## src/rtl/dslope_pkg.sv

```systemverilog
`timescale 1ns/1ps
package dslope_pkg;
  typedef enum logic [1:0] {
    PH_AZ    = 2'd0,
    PH_INT   = 2'd1,
    PH_DEINT = 2'd2
  } phase_e;
endpackage

```

## src/rtl/dslope_frame_timer.sv

```systemverilog
`timescale 1ns/1ps
// Free-running frame position counter with the run/hold parking point.
module dslope_frame_timer #(
  parameter int CNT_W     = 12,
  parameter int HOLD_LEAD = 7
) (
  input  logic             clk,
  input  logic             rst,
  input  logic             run_hold_i,
  output logic             in_int_o,
  output logic             int_last_o,
  output logic             win_last_o,
  output logic             frame_wrap_o,
  output logic [CNT_W-1:0] deint_idx_o
);
  localparam int FW        = CNT_W + 1;
  localparam int DEINT_MAX = 1 << CNT_W;
  localparam int INT_LEN   = DEINT_MAX / 2;
  localparam int AZ_START  = INT_LEN + DEINT_MAX;
  localparam int FRAME     = 1 << FW;
  localparam int HOLD_PT   = FRAME - HOLD_LEAD;

  logic [FW-1:0] pos_q;
  logic          advance;

  // Parking only happens at the hold point; everywhere else the frame runs.
  assign advance = run_hold_i || (pos_q != FW'(HOLD_PT));

  always_ff @(posedge clk) begin
    if (rst)          pos_q <= FW'(AZ_START);
    else if (advance) pos_q <= pos_q + 1'b1;
  end

  assign in_int_o     = pos_q < FW'(INT_LEN);
  assign int_last_o   = pos_q == FW'(INT_LEN - 1);
  assign win_last_o   = pos_q == FW'(AZ_START - 1);
  assign frame_wrap_o = advance && (pos_q == FW'(FRAME - 1));
  assign deint_idx_o  = CNT_W'(pos_q - FW'(INT_LEN));
endmodule

```

## src/rtl/dslope_zero_detect.sv

```systemverilog
`timescale 1ns/1ps
// Comparator synchronizer and level-change detector.
module dslope_zero_detect #(
  parameter int SYNC_LEN = 1
) (
  input  logic clk,
  input  logic rst,
  input  logic comp_i,
  output logic level_o,
  output logic edge_o
);
  logic [SYNC_LEN-1:0] chain_q;
  logic                prev_q;

  generate
    if (SYNC_LEN == 1) begin : g_single
      always_ff @(posedge clk) begin
        if (rst) chain_q <= '0;
        else     chain_q <= comp_i;
      end
    end else begin : g_chain
      always_ff @(posedge clk) begin
        if (rst) chain_q <= '0;
        else     chain_q <= {chain_q[SYNC_LEN-2:0], comp_i};
      end
    end
  endgenerate

  assign level_o = chain_q[SYNC_LEN-1];

  always_ff @(posedge clk) begin
    if (rst) prev_q <= 1'b0;
    else     prev_q <= level_o;
  end

  assign edge_o = level_o ^ prev_q;
endmodule

```

## src/rtl/dslope_result_capture.sv

```systemverilog
`timescale 1ns/1ps
// Deintegrate tracking, count capture, polarity and over-range, output latches.
module dslope_result_capture #(
  parameter int CNT_W = 12
) (
  input  logic             clk,
  input  logic             rst,
  input  logic             int_last_i,
  input  logic             win_last_i,
  input  logic             edge_i,
  input  logic             level_i,
  input  logic [CNT_W-1:0] deint_idx_i,
  output logic             deint_act_o,
  output logic             sign_o,
  output logic             load_o,
  output logic [CNT_W-1:0] mag_o,
  output logic             pol_o,
  output logic             ovr_o
);
  logic             act_q;
  logic             sign_q;
  logic             load_q;
  logic             ovr_q;
  logic [CNT_W-1:0] cnt_q;

  always_ff @(posedge clk) begin
    if (rst) begin
      act_q  <= 1'b0;
      sign_q <= 1'b0;
      load_q <= 1'b0;
      ovr_q  <= 1'b0;
      cnt_q  <= '0;
    end else begin
      load_q <= 1'b0;
      if (int_last_i) begin
        sign_q <= level_i;
        act_q  <= 1'b1;
      end else if (act_q && edge_i) begin
        cnt_q  <= deint_idx_i;
        ovr_q  <= 1'b0;
        act_q  <= 1'b0;
        load_q <= 1'b1;
      end else if (act_q && win_last_i) begin
        cnt_q  <= '1;
        ovr_q  <= 1'b1;
        act_q  <= 1'b0;
        load_q <= 1'b1;
      end
    end
  end

  always_ff @(posedge clk) begin
    if (rst) begin
      mag_o <= '0;
      pol_o <= 1'b0;
      ovr_o <= 1'b0;
    end else if (load_q) begin
      mag_o <= cnt_q;
      pol_o <= sign_q;
      ovr_o <= ovr_q;
    end
  end

  assign deint_act_o = act_q;
  assign sign_o      = sign_q;
  assign load_o      = load_q;
endmodule

```

## src/rtl/dslope_seq.sv

```systemverilog
`timescale 1ns/1ps
// Dual-slope conversion phase sequencer, top level.
module dslope_seq
  import dslope_pkg::*;
#(
  parameter int CNT_W     = 12,
  parameter int HOLD_LEAD = 7,
  parameter int SYNC_LEN  = 1
) (
  input  logic             clk,
  input  logic             rst,
  input  logic             run_hold_i,
  input  logic             comp_i,
  output logic             az_en_o,
  output logic             int_en_o,
  output logic             deint_pos_en_o,
  output logic             deint_neg_en_o,
  output logic             status_o,
  output logic [CNT_W-1:0] mag_o,
  output logic             pol_o,
  output logic             ovr_o
);
  logic             in_int;
  logic             int_last;
  logic             win_last;
  logic             frame_wrap;
  logic [CNT_W-1:0] deint_idx;
  logic             level;
  logic             cmp_edge;
  logic             deint_act;
  logic             sign;
  logic             load;
  logic             status_q;
  phase_e           phase;

  dslope_frame_timer #(.CNT_W(CNT_W), .HOLD_LEAD(HOLD_LEAD)) u_timer (
    .clk          (clk),
    .rst          (rst),
    .run_hold_i   (run_hold_i),
    .in_int_o     (in_int),
    .int_last_o   (int_last),
    .win_last_o   (win_last),
    .frame_wrap_o (frame_wrap),
    .deint_idx_o  (deint_idx)
  );

  dslope_zero_detect #(.SYNC_LEN(SYNC_LEN)) u_zdet (
    .clk     (clk),
    .rst     (rst),
    .comp_i  (comp_i),
    .level_o (level),
    .edge_o  (cmp_edge)
  );

  dslope_result_capture #(.CNT_W(CNT_W)) u_cap (
    .clk         (clk),
    .rst         (rst),
    .int_last_i  (int_last),
    .win_last_i  (win_last),
    .edge_i      (cmp_edge),
    .level_i     (level),
    .deint_idx_i (deint_idx),
    .deint_act_o (deint_act),
    .sign_o      (sign),
    .load_o      (load),
    .mag_o       (mag_o),
    .pol_o       (pol_o),
    .ovr_o       (ovr_o)
  );

  always_comb begin
    if (in_int)         phase = PH_INT;
    else if (deint_act) phase = PH_DEINT;
    else                phase = PH_AZ;
  end

  assign az_en_o        = (phase == PH_AZ);
  assign int_en_o       = (phase == PH_INT);
  assign deint_neg_en_o = (phase == PH_DEINT) &&  sign;
  assign deint_pos_en_o = (phase == PH_DEINT) && !sign;

  always_ff @(posedge clk) begin
    if (rst)             status_q <= 1'b0;
    else if (frame_wrap) status_q <= 1'b1;
    else if (load)       status_q <= 1'b0;
  end

  assign status_o = status_q;
endmodule

```

## config.mk

```make
export PLATFORM = sky130hd
export DESIGN_NAME = dslope_seq
export DESIGN_NICKNAME = d
export VERILOG_FILES = /design/src/rtl/dslope_pkg.sv /design/src/rtl/dslope_frame_timer.sv /design/src/rtl/dslope_zero_detect.sv /design/src/rtl/dslope_result_capture.sv /design/src/rtl/dslope_seq.sv
export SDC_FILE = /design/constraint.sdc
export NUM_CORES = 1
export LEC_CHECK = 0
export ABC_AREA = 1
export BUFFER_PORTS_ARGS = -buffer_cell sky130_fd_sc_hd__buf_2
export CORE_UTILIZATION = 35
export CTS_CLUSTER_DIAMETER = 30
export DETAILED_ROUTE_END_ITERATION = 16
export SETUP_SLACK_MARGIN = 0.02
export SYNTH_ARGS = -nofsm -noshare
export SYNTH_HDL_FRONTEND = slang
export SYNTH_HIERARCHICAL = 1
export SYNTH_SLANG_ARGS = --single-unit
export TNS_END_PERCENT = 30
```

## constraint.sdc

```tcl
create_clock -name clk -period 3.4 [get_ports clk]
set_input_delay 1.02 -clock clk [delete_from_list [all_inputs] [get_ports clk]]
set_output_delay 1.02 -clock clk [all_outputs]
set_load 0.03 [all_outputs]
```

==> results of run 1 <==
state kept, by name (all words and copies together), names as in the netlist:
name and flops:
u_cap/load_o 1, u_cap/pol_o 1, u_cap/ovr_o 1, u_cap/mag_o 12, u_cap/sign_o 1, u_zdet/level_o 1, status_o 1, u_zdet/prev_q 1
u_cap/ovr_q 1, u_timer/pos_q 13, u_cap/deint_act_o 1, u_cap/cnt_q 12
power groups by stage:
| stage | Combinational, uW | Clock, uW | Sequential (uW) |
|---|---|---|---|
| floorplan | 28.6 | 0 | 559 |
| global placement | 34.3 | 0 | 561 |
| detailed placement | 33.9 | 0 | 561 |
| CTS | 34.2 | 357 | 548 |
| global route | 39.6 | 370 | 549 |
| finish | 33.9 | 341 | 548 |
cells by family (layout without fill, tap and decap cells):
kind of cell,Yosys count,in the layout,share of synthesized area
flip-flops,46,46,0.436
XOR/XNOR,1,1,0.00415
AND/OR/NAND/NOR,168,168,0.346
adder cells (fa/ha/maj),2,2,0.0118
AO/OA/AOI/OAI,30,30,0.0722
buffers and inverters,58,69,0.130
worst max path at each step:
stage                              startpoint                      endpoint  slack [ns]
3_5_place_dp    u_timer/pos_q[0]$_SDFFE_PP0P_   u_cap/cnt_q[7]$_SDFFE_PP0P_        1.27
2_1_floorplan  u_timer/pos_q[12]$_SDFFE_PP1P_                deint_neg_en_o        1.46
4_1_cts        u_timer/pos_q[11]$_SDFFE_PP1P_                deint_pos_en_o        1.14
6_report       u_timer/pos_q[12]$_SDFFE_PP1P_                deint_pos_en_o        1.16
3_3_place_gp    u_timer/pos_q[0]$_SDFFE_PP0P_  u_cap/cnt_q[10]$_SDFFE_PP0P_        1.38
5_1_grt         u_timer/pos_q[0]$_SDFFE_PP0P_   u_cap/cnt_q[4]$_SDFFE_PP0P_        1.00
routing by layer:
layer / wire length (um) / share of wire / vias to the layer above
met5: 0 / 0 / -
li1: - / - / 945
met2: 1700 / 0.42 / 25
met3: 137 / 0.034 / 8
met1: 2090 / 0.52 / 762
met4: 89 / 0.022 / 0
area by class of cell:
type                            count  area, um2  share of cell area
Sequential cell                    46        921               0.405
Multi-Input combinational cell    201        917               0.403
Inverter                           39        148              0.0649
Timing Repair Buffer               22        110              0.0484
Tap cell                           72       90.1              0.0396
Clock buffer                        5       68.8              0.0302
Clock inverter                      3       21.3             0.00935
stage by stage:
step	total power [uW]	hold WS [ns]
2_1_floorplan	588	0.437
3_3_place_gp	595	0.448
3_5_place_dp	595	0.463
4_1_cts	939	0.476
5_1_grt	959	0.496
6_report	923	0.467
critical path, cell delays in order (launching register included):
cell	delay, ns
dfxtp_1	0.41
nor2_1	0.12
nor3_2	0.17
buf_2	0.21
cell usage in the layout (no fill, tap or decap):
master	count
nor2_1	81
nand2_1	49
dfxtp_1	46
inv_1	33
buf_2	22
nand3_1	20
o21ai_0	18
a21oi_1	8
clkbuf_8	5
inv_2	4
nor3_1	4
o21ai_1	3
nor2_4	3
nor2_2	3
clkinv_2	2
nand2_2	2
ha_1	2
nor3b_2	1
nor3_2	1
clkinvlp_4	1
clkinv_4	1
nand3_2	1
nand2_4	1
clkinv_1	1
o21a_1	1
xor2_1	1
nand3b_1	1
nand4_1	1
==> results.yml, run 1 <==
clocking:
  numCtsBuffers: 5
  clk_pin_slew_ns: 0.09
  cts_tree: "built"
  cts_root_buffer: "clkbuf_8"
  cts.sinks: 46
  cts_setup_buffers: 0
  clk_latency_ns: 0.31
  cts_hold_buf: 0
  cts_htree_levels: 2
  cts_buffer_depth: 2
  ctsResizeCount: 0
power:
  p_clk_frac: 0.369
  p_seq_frac: 0.594
  p_leak_uw: 0.00105
  p_per_area_nw_per_um2: 406
  power.switching_uw: 225
  combPwrFrac: 0.037
  switching_share: 0.244
  vdd_drop_max_v: 0.000173
  p_int_uw: 698
sta:
  fin_setup_tns_ns: 0
  finalHoldViolations: 0
  worstMarginPinSlew_ns: 0.526
  period_needed_ns: 2.24
  fmax_mhz: 447
  skew_ns: 0.00644
  rsz0062_at_grt: "no"
  finalCritPeriodShare: 0.658
  slew_headroom: 0.646
  finalWorstSetupSlack_ns: 1.16
  finalSetupViolations: 0
  slew_violations: 0
die:
  rows: 27
  io_pins: 23
  die-height_um: 79.7
  start_util: 0.372
  die_w_um: 79.7
  die_area_um2: 6350
  core_um2: 5680
critical_path:
  worstReg2RegEnd: "u_cap/cnt_q[8]$_SDFFE_PP0P_"
  arrival_ns: 1.22
  reg2reg_depth: 10
  critPathKind: "flip-flop to output pin"
  cp_max_fo: 5
  reg2reg_slack_ns: 1.25
  rr_startpoint: "u_timer/pos_q[0]$_SDFFE_PP0P_"
  startpoint_type: "flip-flop"
  crit_required_ns: 2.38
  end_kind: "output pin"
placement:
  place_inst: 380
  dp_hpwl_um: 2890
  finalWeightedCongestion: 0.807
  dp_slack_ns: 1.27
  dpl_cell_area_um2: 2190
  portBuffers: 22
routing:
  vias: 1740
  wl_um: 4020
  drc: 0
  ant_nets: 0
  avgViaCountPerCell: 4.48
  post_drt_wl_per_cell_um: 10.4
  drtIter0Drc: 89
  drtPass1Iterations: 4
global_routing:
  use_met1: 0.182
  top_usage_layer: "met2"
  grt_start_max_net_pins: 29
  globalRouteMet3Util: 0.0320
  track_usage: 0.145
  overflow: 0
  antenna_found_initial: 0
  use_met2: 0.231
  grt_pass1_vias: 1648
  grt_pass1_wl_um: 7180
synthesis:
  synth_area_leaders: "dfxtp_1 (44%), nor2_1 (14%), nand2_1 (8.7%)"
  synth_ff_type: "dfxtp_1"
  netlist_area_um2: 2110
  synthTopCellsByCount: "nor2_1 (81), nand2_1 (49), dfxtp_1 (46)"
  synth_top_area_frac: 0.436
  yosysTopAreaCell: "dfxtp_1"
  avgSynthCellArea_um2: 6.93
  yosysSeqAreaShare: 0.436
  yosysMostFrequentCell: "nor2_1"
  synth_cell_types: 29
  ys_warn_count: 6
  netlist_instances: 305
  synth_edf_count: 0
  async_reset_ff_frac: 0
  syn_nets: 311
  yosys_register_bits: 46
layout:
  fin_cells: 388
  drive_gt1_frac: 0.149
  nets: 321
  fill_cells: 613
  num_antenna_cells: 0
  final_util: 0.401
  final_area_um2: 2280
  syn_to_final_growth_pct: 7.70
status:
  status: "complete, no violations"
worst_hold_path:
  hold_path.class: "flip-flop to flip-flop"
  hold_start: "status_o$_SDFFE_PP0P_"
  whs_endpoint: "status_o$_SDFFE_PP0P_"
  min_path_cells: 2
run:
  cap_violations: 0
No activity file was read; power rests on OpenSTA's default activity.
==> run 2: changes to the inputs <==
- ABC_AREA: 1 -> 0
- clock period: 3.4 -> 2.2 ns (I/O delays scaled with it)
==> run 2 against run 1 <==
Net effect:
- first-iteration DRC count decreased by 48%
- count of clock-buffer cells in the layout rose by 1
- via count fell by 24%
- final area is 5.5% lower
- critical path depth increased by 5
- total power increased by 54%
- synthesized area decreased by 8.7%
- global-route usage down 1.6 points
- sequential power grew 54%
- worst hold slack better by 0.025 ns
- utilization increased by 1.2 points
- largest power group unchanged
==> results.yml, run 2 <==
die:
  start_util: 0.371
  core_um2: 5200
  io_pins: 23
  die_area_um2: 5810
  die-height_um: 76.2
  rows: 26
  die_w_um: 76.2
sta:
  worstMarginPinSlew_ns: 0.833
  finalSetupViolations: 0
  whs_ns: 0.491
  slew_headroom: 0.444
  finalHoldViolations: 0
  period_needed_ns: 2.07
  finalCritPeriodShare: 0.942
  slew_violations: 0
  fin_setup_tns_ns: 0
  fmax_mhz: 482
  rsz0062_at_grt: "yes"
  skew_ns: 0.00672
synthesis:
  synth_area_leaders: "dfxtp_1 (48%), mux2i_1 (7.8%), o221a_1 (5.3%)"
  yosysMostFrequentCell: "dfxtp_1"
  synth_top_area_frac: 0.477
  synthTopCellsByCount: "dfxtp_1 (46), nor2_1 (24), mux2i_1 (15)"
  synth_edf_count: 0
  yosysTopAreaCell: "dfxtp_1"
  syn_nets: 196
  yosys_register_bits: 46
  synth_cell_types: 37
  yosysSeqAreaShare: 0.477
  synth_ff_type: "dfxtp_1"
  ys_warn_count: 6
  avgSynthCellArea_um2: 10.2
  async_reset_ff_frac: 0
  netlist_area_um2: 1930
  netlist_instances: 190
layout:
  regMostFlops: "u_timer/pos_q"
  nets: 211
  syn_to_final_growth_pct: 11.5
  reg_top3: "u_timer/pos_q x13, u_cap/cnt_q x12, u_cap/mag_o x12"
  final_common_cell: "dfxtp_1"
  num_antenna_cells: 0
  final_cell_mix: "dfxtp_1 (46), nor2_1 (24), buf_2 (22)"
  largest_reg_flops: 13
  drive_gt1_frac: 0.252
routing:
  avgViaCountPerCell: 4.82
  drtIter0Drc: 46
  post_drt_wl_per_cell_um: 12.4
  vias: 1329
  drc: 0
  ant_nets: 0
  wl_um: 3430
  drtPass1Iterations: 4
clocking:
  cts_htree_levels: 2
  cts_tree: "built"
  cts_buffer_depth: 2
  numCtsBuffers: 5
  clk_pin_slew_ns: 0.08
  cts.sinks: 46
  clk_latency_ns: 0.30
  cts_root_buffer: "clkbuf_8"
  cts_hold_buf: 0
global_routing:
  track_usage: 0.130
  grt_start_max_net_pins: 18
  top_usage_layer: "met2"
  grt_pass1_wl_um: 5930
  use_met1: 0.161
  globalRouteMet3Util: 0.0479
  grt_pass1_vias: 1276
  antenna_found_initial: 0
  overflow: 0
  use_met2: 0.193
run:
  cap_violations: 0
critical_path:
  end_kind: "flip-flop"
  crit_required_ns: 2.39
  reg2reg_slack_ns: 0.13
  reg2reg_depth: 8
  critPathKind: "flip-flop to flip-flop"
  startpoint: "u_timer/pos_q[1]$_SDFFE_PP0P_"
  worstReg2RegEnd: "u_cap/cnt_q[1]$_SDFFE_PP0P_"
  arrival_ns: 2.27
  cp-endpoint: "u_cap/cnt_q[1]$_SDFFE_PP0P_"
  cp_max_fo: 13
  rr_startpoint: "u_timer/pos_q[1]$_SDFFE_PP0P_"
  startpoint_type: "flip-flop"
placement:
  dp_hpwl_um: 2440
  finalWeightedCongestion: 0.763
  portBuffers: 22
power:
  p_leak_uw: 0.000815
  p_per_area_nw_per_um2: 659
  vdd_drop_max_v: 0.000260
status:
  status: "complete, no violations"
worst_hold_path:
  hold_path.class: "flip-flop to flip-flop"
  hold_start: "u_cap/mag_o[5]$_SDFFE_PP0P_"
-- run 2: cell types whose count changed in the layout (fill, tap and decap cells not counted), sizes merged, moves of 12 or more --
cell / before / now
inv: 37 / 8
mux2i: 0 / 15
nand2: 52 / 4
nand3: 21 / 6
o221a: 0 / 12
nor2: 87 / 24
o21ai: 21 / 4
-- run 2: per-layer routing --
metal,vias to the layer above,part of all wire
met3,10,0.037
met4,0,0.029
met2,21,0.42
met1,610,0.52
met5,-,0
li1,688,-
-- run 2: final cells by class --
class,instances,area [um2]
sequential,46,921
tap,70,87.6
clock inverter,2,12.5
multi-input combinational,115,842
clock buffer,6,82.6
fill,514,3050
inverter,8,30.0
timing repair buffer,29,175
-- run 2: repair_timing --
item / 4_1_cts / 5_1_grt
endpoints found under the setup margin: 0 / 13
setup buffers: 0 / 1
gates resized for setup: 0 / 2
-- run 2: how the worst min path moves through the flow --
stage	end	slack, ns	depth (start not counted)
after detailed placement	u_cap/mag_o[6]$_SDFFE_PP0P_	0.47	2
after floorplan	u_cap/ovr_o$_SDFFE_PP0P_	0.46	2
final	u_cap/mag_o[5]$_SDFFE_PP0P_	0.49	2
after global placement	u_cap/mag_o[3]$_SDFFE_PP0P_	0.47	2
after CTS	u_cap/mag_o[8]$_SDFFE_PP0P_	0.50	2
after global routing	u_zdet/prev_q$_SDFF_PP0_	0.51	1
-- run 2: critical path, stage by stage (launching register included) --
cell,delay (ns)
dfxtp_1,0.41
ha_1,0.22
nand3_2,0.09
or3_1,0.45
nor3_4,0.19
nor2b_4,0.07
nor2b_4,0.13
buf_12,0.14
o221a_2,0.25
-- run 2: power breakdown --
part           total (uW)  internal (uW)  switching, uW
Clock                 528            252            276
Sequential            845            838           6.95
Combinational        44.2           17.1           27.2
-- run 2: logic make-up (layout without fill, tap and decap cells) --
kind of cell / count (synthesis) / in the layout / synth area share
mux: 18 / 18 / 0.0953
buf+inv: 29 / 45 / 0.0934
fa+ha+maj: 2 / 2 / 0.0130
flops: 46 / 46 / 0.477
xor+xnor: 3 / 3 / 0.0136
simple gates: 62 / 62 / 0.183
compound gates: 30 / 30 / 0.125
-- run 2: through the flow --
stage / total power [uW] / setup slack, ns / instance area [um2] / std cells / utilization
6_report: 1420 / 0.127 / 2150 / 276 / 0.413
2_1_floorplan: 898 / 0.0757 / 1930 / 190 / -
3_3_place_gp: 909 / 0.162 / 2030 / 267 / 0.389
4_1_cts: 1440 / 0.0929 / 2120 / 275 / 0.408
3_5_place_dp: 909 / 0.115 / 2030 / 267 / 0.389
5_1_grt: 1480 / 0.0109 / 2150 / 276 / 0.413
